## src/rtl/iap_pkg.sv

```systemverilog
package iap_pkg;
  localparam int HOST_AW = 3;
  localparam int MEM_DW  = 24;
  localparam int HOST_DW = 16;
  localparam int HI_W    = MEM_DW - HOST_DW;

  localparam logic [HOST_AW-1:0] OFF_CADDR = 3'd0;
  localparam logic [HOST_AW-1:0] OFF_CDATA = 3'd1;
  localparam logic [HOST_AW-1:0] OFF_MADDR = 3'd2;
  localparam logic [HOST_AW-1:0] OFF_MLO   = 3'd3;
  localparam logic [HOST_AW-1:0] OFF_MHI   = 3'd4;
  localparam logic [HOST_AW-1:0] OFF_STAT  = 3'd5;

  localparam int DIR_BIT  = 15;
  localparam int WIDE_BIT = 14;

  // Word placed in the memory data register after a read
  function automatic logic [MEM_DW-1:0] mem_capture(input logic [MEM_DW-1:0] rd,
                                                    input logic wide);
    return wide ? rd : {{HI_W{1'b0}}, rd[HOST_DW-1:0]};
  endfunction

  // Lane enables for a memory write
  function automatic logic [1:0] mem_lanes(input logic wide);
    return {wide, 1'b1};
  endfunction
endpackage

```

## src/rtl/iap_creg_path.sv

```systemverilog
module iap_creg_path #(
  parameter int AW = 6
) (
  input  logic          clk,
  input  logic          rst_n,
  input  logic          wr_addr,
  input  logic          wr_data,
  input  logic [15:0]   wdata,
  input  logic [15:0]   be_rdata,
  output logic [AW-1:0] addr_q,
  output logic          rd_q,
  output logic [15:0]   data_q,
  output logic          pend_q,
  output logic          start,
  output logic          capture
);
  logic ld_addr, ld_data;
  logic unused_bits;

  assign ld_addr = wr_addr & ~pend_q;
  assign ld_data = wr_data & ~pend_q;
  assign start   = (ld_addr & wdata[iap_pkg::DIR_BIT]) | (ld_data & ~rd_q);
  assign capture = pend_q & rd_q;
  assign unused_bits = ^wdata[iap_pkg::DIR_BIT-1:AW];

  always_ff @(posedge clk or negedge rst_n) begin
    if (!rst_n) begin
      addr_q <= '0;
      rd_q   <= 1'b0;
      data_q <= '0;
      pend_q <= 1'b0;
    end else begin
      pend_q <= start;
      if (ld_addr) begin
        addr_q <= wdata[AW-1:0];
        rd_q   <= wdata[iap_pkg::DIR_BIT];
      end
      if (capture)      data_q <= be_rdata;
      else if (ld_data) data_q <= wdata;
    end
  end
endmodule

```

## src/rtl/iap_mem_path.sv

```systemverilog
module iap_mem_path #(
  parameter int AW = 8
) (
  input  logic                      clk,
  input  logic                      rst_n,
  input  logic                      wr_addr,
  input  logic                      wr_lo,
  input  logic                      wr_hi,
  input  logic [15:0]               wdata,
  input  logic [iap_pkg::MEM_DW-1:0] be_rdata,
  output logic [AW-1:0]             addr_q,
  output logic                      rd_q,
  output logic                      wide_q,
  output logic [iap_pkg::MEM_DW-1:0] data_q,
  output logic                      pend_q,
  output logic                      start,
  output logic                      capture
);
  import iap_pkg::*;
  logic ld_addr, ld_lo, ld_hi;
  logic unused_bits;

  assign ld_addr = wr_addr & ~pend_q;
  assign ld_lo   = wr_lo & ~pend_q;
  assign ld_hi   = wr_hi & ~pend_q;
  assign start   = (ld_addr & wdata[DIR_BIT]) | (ld_lo & ~rd_q);
  assign capture = pend_q & rd_q;
  assign unused_bits = ^wdata[WIDE_BIT-1:AW];

  always_ff @(posedge clk or negedge rst_n) begin
    if (!rst_n) begin
      addr_q <= '0;
      rd_q   <= 1'b0;
      wide_q <= 1'b0;
      data_q <= '0;
      pend_q <= 1'b0;
    end else begin
      pend_q <= start;
      if (ld_addr) begin
        addr_q <= wdata[AW-1:0];
        rd_q   <= wdata[DIR_BIT];
        wide_q <= wdata[WIDE_BIT];
      end
      if (capture) begin
        data_q <= mem_capture(be_rdata, wide_q);
      end else begin
        if (ld_lo) data_q[HOST_DW-1:0]      <= wdata;
        if (ld_hi) data_q[MEM_DW-1:HOST_DW] <= wdata[HI_W-1:0];
      end
    end
  end
endmodule

```

## src/rtl/iap_rd_mux.sv

```systemverilog
module iap_rd_mux #(
  parameter int CR_AW  = 6,
  parameter int MEM_AW = 8
) (
  input  logic [iap_pkg::HOST_AW-1:0] sel,
  input  logic [CR_AW-1:0]            c_addr,
  input  logic                        c_rd,
  input  logic [15:0]                 c_data,
  input  logic                        c_busy,
  input  logic [MEM_AW-1:0]           m_addr,
  input  logic                        m_rd,
  input  logic                        m_wide,
  input  logic [iap_pkg::MEM_DW-1:0]  m_data,
  input  logic                        m_busy,
  output logic [15:0]                 rdata
);
  import iap_pkg::*;
  always_comb begin
    rdata = '0;
    case (sel)
      OFF_CADDR: begin
        rdata[CR_AW-1:0] = c_addr;
        rdata[DIR_BIT]   = c_rd;
      end
      OFF_CDATA: rdata = c_data;
      OFF_MADDR: begin
        rdata[MEM_AW-1:0] = m_addr;
        rdata[DIR_BIT]    = m_rd;
        rdata[WIDE_BIT]   = m_wide;
      end
      OFF_MLO:  rdata = m_data[HOST_DW-1:0];
      OFF_MHI:  rdata[HI_W-1:0] = m_data[MEM_DW-1:HOST_DW];
      OFF_STAT: rdata[1:0] = {m_busy, c_busy};
      default:  rdata = '0;
    endcase
  end
endmodule

```

## src/rtl/iap_port.sv

```systemverilog
module iap_port #(
  parameter int CR_AW  = 6,
  parameter int MEM_AW = 8
) (
  input  logic              clk,
  input  logic              rst_n,
  input  logic              host_wr,
  input  logic [2:0]        host_addr,
  input  logic [15:0]       host_wdata,
  output logic [15:0]       host_rdata,
  output logic              creg_req,
  output logic              creg_we,
  output logic [CR_AW-1:0]  creg_addr,
  output logic [15:0]       creg_wdata,
  input  logic [15:0]       creg_rdata,
  output logic              mem_req,
  output logic              mem_we,
  output logic [1:0]        mem_wmask,
  output logic [MEM_AW-1:0] mem_addr,
  output logic [23:0]       mem_wdata,
  input  logic [23:0]       mem_rdata
);
  import iap_pkg::*;

  // Host decode events
  logic wr_caddr, wr_cdata, wr_maddr, wr_mlo, wr_mhi;
  assign wr_caddr = host_wr & (host_addr == OFF_CADDR);
  assign wr_cdata = host_wr & (host_addr == OFF_CDATA);
  assign wr_maddr = host_wr & (host_addr == OFF_MADDR);
  assign wr_mlo   = host_wr & (host_addr == OFF_MLO);
  assign wr_mhi   = host_wr & (host_addr == OFF_MHI);

  // Path state and events brought out for checking
  logic [CR_AW-1:0]  c_addr_q;
  logic              c_rd_q, c_busy, c_start, c_capture;
  logic [15:0]       c_data_q;
  logic [MEM_AW-1:0] m_addr_q;
  logic              m_rd_q, m_wide_q, m_busy, m_start, m_capture;
  logic [23:0]       m_data_q;

  iap_creg_path #(.AW(CR_AW)) u_creg (
    .clk(clk), .rst_n(rst_n),
    .wr_addr(wr_caddr), .wr_data(wr_cdata), .wdata(host_wdata),
    .be_rdata(creg_rdata),
    .addr_q(c_addr_q), .rd_q(c_rd_q), .data_q(c_data_q), .pend_q(c_busy),
    .start(c_start), .capture(c_capture)
  );

  iap_mem_path #(.AW(MEM_AW)) u_mem (
    .clk(clk), .rst_n(rst_n),
    .wr_addr(wr_maddr), .wr_lo(wr_mlo), .wr_hi(wr_mhi), .wdata(host_wdata),
    .be_rdata(mem_rdata),
    .addr_q(m_addr_q), .rd_q(m_rd_q), .wide_q(m_wide_q), .data_q(m_data_q),
    .pend_q(m_busy), .start(m_start), .capture(m_capture)
  );

  iap_rd_mux #(.CR_AW(CR_AW), .MEM_AW(MEM_AW)) u_mux (
    .sel(host_addr),
    .c_addr(c_addr_q), .c_rd(c_rd_q), .c_data(c_data_q), .c_busy(c_busy),
    .m_addr(m_addr_q), .m_rd(m_rd_q), .m_wide(m_wide_q), .m_data(m_data_q),
    .m_busy(m_busy), .rdata(host_rdata)
  );

  // Backend strobes
  assign creg_req   = c_busy;
  assign creg_we    = ~c_rd_q;
  assign creg_addr  = c_addr_q;
  assign creg_wdata = c_data_q;

  assign mem_req    = m_busy;
  assign mem_we     = ~m_rd_q;
  assign mem_wmask  = mem_lanes(m_wide_q);
  assign mem_addr   = m_addr_q;
  assign mem_wdata  = m_data_q;
endmodule

```

## config.mk

```make
export PLATFORM = sky130hd
export DESIGN_NAME = iap_port
export DESIGN_NICKNAME = d
export VERILOG_FILES = /design/src/rtl/iap_pkg.sv /design/src/rtl/iap_creg_path.sv /design/src/rtl/iap_mem_path.sv /design/src/rtl/iap_rd_mux.sv /design/src/rtl/iap_port.sv
export SDC_FILE = /design/constraint.sdc
export NUM_CORES = 1
export LEC_CHECK = 0
export BUFFER_PORTS_ARGS = -buffer_cell sky130_fd_sc_hd__buf_2
export CORE_MARGIN = 2
export CORE_UTILIZATION = 35
export CTS_BUF_LIST = sky130_fd_sc_hd__clkbuf_2
export CTS_CLUSTER_SIZE = 30
export DETAILED_ROUTE_END_ITERATION = 10
export GPL_TIMING_DRIVEN = 0
export PLACE_DENSITY = 0.7
export SLEW_MARGIN = 20
export SYNTH_ARGS = -nofsm -noshare
export SYNTH_HDL_FRONTEND = slang
export SYNTH_SLANG_ARGS = --single-unit
```

## constraint.sdc

```tcl
create_clock -name clk -period 1.8 [get_ports clk]
set_clock_uncertainty 0.15 [all_clocks]
set_input_delay 0.18 -clock clk [delete_from_list [all_inputs] [get_ports clk]]
set_output_delay 0.18 -clock clk [all_outputs]
set_load 0.05 [all_outputs]
```

## Word level (Yosys, flattened, before mapping)

Cells that the tools add are included.

| cells by class | value |
|---|---|
| reductions and logical operators | 4 |
| eq/ne operators | 5 |
| mux-type cells | 12 |
| bitwise operators | 22 |

Operator list:

| kind | number |
|---|---|
| 16-bit two-way mux | 3 |
| 24-bit two-way mux | 2 |
| 4-bit case mux with 5 select lines | 1 |
| 1-bit AND | 16 |
| 2-bit case mux with 6 select lines | 1 |
| 6-bit case mux with 2 select lines | 1 |
| 8-bit two-way mux | 1 |
| 2-bit case mux with 4 select lines | 1 |
| 3-bit by 2-bit equality test with 1-bit output (second input constant) | 2 |
| 3-bit equality test (second input constant) | 2 |
| 2-bit nonzero test | 3 |
| 1-bit NOT | 4 |
| 1-bit case mux with 4 select lines | 1 |
| 3-bit by 1-bit equality test with 1-bit output (second input constant) | 1 |
| 3-bit logical NOT | 1 |
| 1-bit case mux with 3 select lines | 1 |
| 1-bit bitwise OR | 2 |

| word-level totals | value |
|---|---|
| output and inout bits | 76 |
| bits of input ports | 62 |
| flip-flop bits (word level) | 59 |
| word-level logic and storage cells | 53 |

## Logic depth before layout (Yosys ltp)

| depth | value |
|---|---|
| word-level depth | 5 |
| mapped depth | 6 |
| gate-level depth less buffers | 3 |

## Cells and area by module

A second synthesis with hierarchy kept.

| unflattened totals | value |
|---|---|
| cells, all modules | 319 |
| area total of the unflattened synthesis | 3,537.1 sq um |

By module, submodules not included:

| module | cells each | instances | area each (sq um) | seq. area each (sq um) |
|---|---|---|---|---|
| iap_mem_path | 143 | 1 | 1,612.8 | 875.8 |
| iap_creg_path | 91 | 1 | 1,286.2 | 600.6 |
| iap_rd_mux | 75 | 1 | 548.0 | 0.0 |
| iap_port | 10 | 1 | 90.1 | 0.0 |

## Worst setup path after synthesis

Ideal clock, no wire load.

| timing | value |
|---|---|
| kind | reg2out |
| start point | register u_creg.data_q[4] |
| end point | output host_rdata[4] |
| data required time | 1.470 ns |
| stages on the path, launching flop included | 4 |
| setup slack | -0.592 ns |
| buffers on the path | 0 |
| arrival | 2.062 ns |
| cell sequence | dfrtp_1 -> mux4_2 -> inv_1 -> o21ai_0 |

| between the ends | value |
|---|---|
| cells in the longest elaborated chain, start to end | 1 |

Ends and longest elaborated chain:

| element | line | RTL |
|---|---|---|
| start: declaration | iap_creg_path.sv:12 | `output logic [15:0] data_q,` |
| start signal: assignment | iap_creg_path.sv:38 | `if (capture) data_q <= be_rdata;` |
| start signal: assignment | iap_creg_path.sv:39 | `else if (ld_data) data_q <= wdata;` |
| 4-bit case mux with 5 select lines | iap_rd_mux.sv:20 | `case (sel)` |
| end: declaration | iap_port.sv:10 | `output logic [15:0] host_rdata,` |

No other way between the ends.

## Worst setup path after layout

| timing | value |
|---|---|
| start point | register u_mem.pend_q |
| end point | output host_rdata[1] |

| between the ends | value |
|---|---|
| cells in the longest elaborated chain, start to end | 1 |

Ends and longest elaborated chain:

| element | line | RTL |
|---|---|---|
| start: declaration | iap_mem_path.sv:15 | `output logic pend_q,` |
| start signal: assignment | iap_mem_path.sv:38 | `pend_q <= start;` |
| 2-bit case mux with 6 select lines | iap_rd_mux.sv:20 |  |

No other way between the ends.

==> flow_summary_export.csv <==
group,metric,value,unit
pwr,p_sw,0.00310,W
synthesis,avgSynthCellArea,10.6,µm²
worst_setup_path,worstSetupPathType,"flip-flop to output pin",
clocking,clk_pin_slew,200,ps
synthesis,synth_top_cell_area_share,0.449,
place,dp_hpwl,9.02,mm
status,status,"finished with violations",
hold_path,hold_class,"primary input to asynchronous set/reset pin",
synthesis,ys_seq_elements,59,
floorplan,start_util,0.358,
pwr,intPower,0.00309,W
pwr,combPwrFrac,0.565,
pwr,power,0.00619,W
global_routing,antenna_found_initial,0,
worst_setup_path,cp-start-kind,"flip-flop",
route,ant_nets,0,
synthesis,synthFlopType,"dfrtp_1",
timing,drv_slew,0,
final_layout,nNetsFinal,614,
timing,setup_ws,-424,ps
global_routing,grt_overflow,0,
flow_run,drv_cap,0,
clocking,cts_sinks,59,
route,via_count,3700,
place,dp_slack,-323,ps
route,drc_errors,0,
worst_setup_path,max_stage_delay,460,ps
route,drtIter0Drc,250,
final_layout,final_cells,668,
synthesis,yosysTopAreaCell,"dfrtp_1",
timing,hold_ws,81.2,ps
floorplan,die_w,101,µm
global_routing,grt_max_degree,60,
floorplan,pin_count,138,
route,wl_met3,1.03,mm
timing,relSlewSlack,0.494,
synthesis,synth_area_leaders,"dfrtp_1, mux2_2, mux2i_1, a221o_1, mux2_4",
synthesis,yosysMostFrequentCell,"dfrtp_1",
synthesis,syn_inst,310,
synthesis,synth.lib_cells_used.distinct,46,
clocking,clk_path_buf_depth,2,
synthesis,async_flop_share,1.00,
global_routing,first_global_vias,3703,
clocking,cts-root-buf,"clkbuf_2",
floorplan,rows,35,
final_layout,diodes,0,
clocking,htreeDepth,3,
worst_setup_path,cp_data_arrival_time,1890,ps
synthesis,synth_fp_nets,372,
pwr,switching_share,0.501,
route,drt-total-wl,13.9,mm
timing,fin_crit_sh,1.24,
pwr,static-leakage-power,2.69,nW
worst_setup_path,worstSetupEndpointType,"output pin",
place,gp_congestion,0.869,
route,dr_wl_met2,6.82,mm
floorplan,die_y,101,µm
synthesis,synth_area,3290,µm²
route,drt-pass1-iter-count,5,
route,wl_met1,5.59,mm
clocking,clock_latency,540,ps
pwr,power_density,1130,nW/µm²
worst_setup_path,path_cells,"clkbuf_8 -> mux2_4 -> a22oi_2 -> o221ai_4 -> buf_6",
global_routing,grt_pass1_wl,20.3,mm
final_layout,utilization,0.597,
synthesis,synth-seq-area-share,0.449,
timing,finalSetupViolations,43,
final_layout,drive_gt1_frac,0.504,
pwr,vdd_ir_drop_max,545,µV
timing,fin_crit,2220,ps
timing,rsz0062_at_grt,"yes",
place,post-place-cells,555,
worst_setup_path,worst-path-max-fanout,2,
synthesis,synth_commonest_cells,"dfrtp_1, nand2_1, inv_1",
timing,max_freq,450,MHz
final_layout,area_growth_syn_to_layout,66.8,%
place,portBuffers,134,
route,top_layer,"met4",
worst_setup_path,crit_required,1470,ps
route,via_per_inst,5.54,
global_routing,globalRouteTotalUtil,0.270,
pwr,p_clk_frac,0.114,
pwr,pwr-share-seq,0.320,
route,post_drt_wl_per_cell,20.8,µm
synthesis,synth-edff-count,0,
worst_setup_path,slowest_stage,"dfrtp_2",
clocking,cts_buffers,9,
synthesis,yosys_warnings,0,
final_layout,fill_cells,787,
timing,tightest_slew,758,ps
floorplan,dieArea,10200,µm²
status,violations,"setup timing",
floorplan,core,9200,µm²
clocking,cts_tree,"yes",
timing,finalHoldViolations,0,
[layout make-up]
type | count | area (µm²) | area share
Buffer | 24 | 211 | 0.0385
Clock inverter | 4 | 18.8 | 0.00342
Timing Repair Buffer | 234 | 1720 | 0.313
Tap cell | 111 | 139 | 0.0253
Sequential cell | 59 | 1480 | 0.269
Clock buffer | 12 | 60.1 | 0.0109
Inverter | 18 | 72.6 | 0.0132
Multi-Input combinational cell | 206 | 1790 | 0.326
[what timing repair did]
| action | in CTS | in global routing |
|---|---|---|
| endpoints found under the setup margin | 63 | 64 |
| hold buffers | 57 | 0 |
| setup buffers | 31 | 12 |
| pin swaps | 16 | 20 |
| gates resized for setup | 78 | 38 |
| gates cloned | 2 | 0 |
| hold endpoints to repair | 118 | 0 |
[layout by cell type, fill, tap and decap left out, types with 8 or more instances in the layout]
cell	n
nor2_1	10
clkbuf_2	17
inv_1	16
buf_4	36
o21ai_0	11
o211ai_1	9
nand4_1	8
buf_2	122
a221o_1	12
and3_1	8
nand3_1	17
mux2i_1	13
buf_6	26
mux2_4	19
dfrtp_1	57
nand2_1	22
dlygate4sd3_1	57
[logic make-up (layout without fill, tap and decap cells)]
family,after synthesis,in the layout,share of synthesized area
muxes,43,43,0.158
other,1,1,0.00114
AOI/OAI and AO/OA,72,72,0.176
buffers and inverters,45,292,0.0677
DFF,59,59,0.449
and+or+nand+nor,90,90,0.148
[sequential cells by signal, summed over array words and instances, names as in the netlist]
signal	cells
u_creg.rd_q	1
u_mem.wide_q	1
u_mem.data_q	24
u_mem.addr_q	8
u_creg.addr_q	6
u_creg.data_q	16
u_mem.pend_q	1
u_mem.rd_q	1
u_creg.pend_q	1
[power by group through the flow]
stage	logic, W	clock network (W)	registers (W)
floorplan	0.000975	0	0.00315
global placement	0.00289	0	0.00198
detailed placement	0.00292	0	0.00201
CTS	0.00331	0.000711	0.00197
global route	0.00364	0.000789	0.00202
finish	0.00350	0.000708	0.00198
[critical path: cells and delay by family (launching register included)]
| family | cells | cell delay [ps] |
|---|---|---|
| DFF | 1 | 460 |
| AOI/OAI and AO/OA | 2 | 330 |
| buffers and inverters | 2 | 310 |
| muxes | 1 | 250 |
[path summary, 6_finish.rpt]
path                                         end  depth (start not counted)  slack (ps)        startpoint
worst max-delay path               host_rdata[1]                          5        -420      u_mem.pend_q
worst min-delay path             u_mem.data_q[4]                          2          80             rst_n
worst max register to register   u_mem.addr_q[4]                          8        -270      u_mem.pend_q
worst min register to register  u_creg.data_q[8]                          2         390  u_creg.data_q[8]
max in group asynchronous          u_creg.pend_q                          2         870             rst_n
min in group clk                u_mem.data_q[17]                          4         140      host_addr[2]
[metal layers]
layer / up-vias / GRT usage
met3: 38 / 0.0402
met1: 1839 / 0.348
met4: 0 / 0.127
li1: 1629 / -
met5: - / 0
met2: 194 / 0.447
[stage by stage]
| stage | cell area, µm² | setup TNS, ps |
|---|---|---|
| after floorplan | 3350 | -642 |
| after global placement | 4160 | -3670 |
| after detailed placement | 4170 | -4800 |
| after CTS | 5320 | -4030 |
| after global routing | 5490 | -9650 |
| final | 5490 | -7250 |
Note: power is estimated with default switching activity, not from simulation.
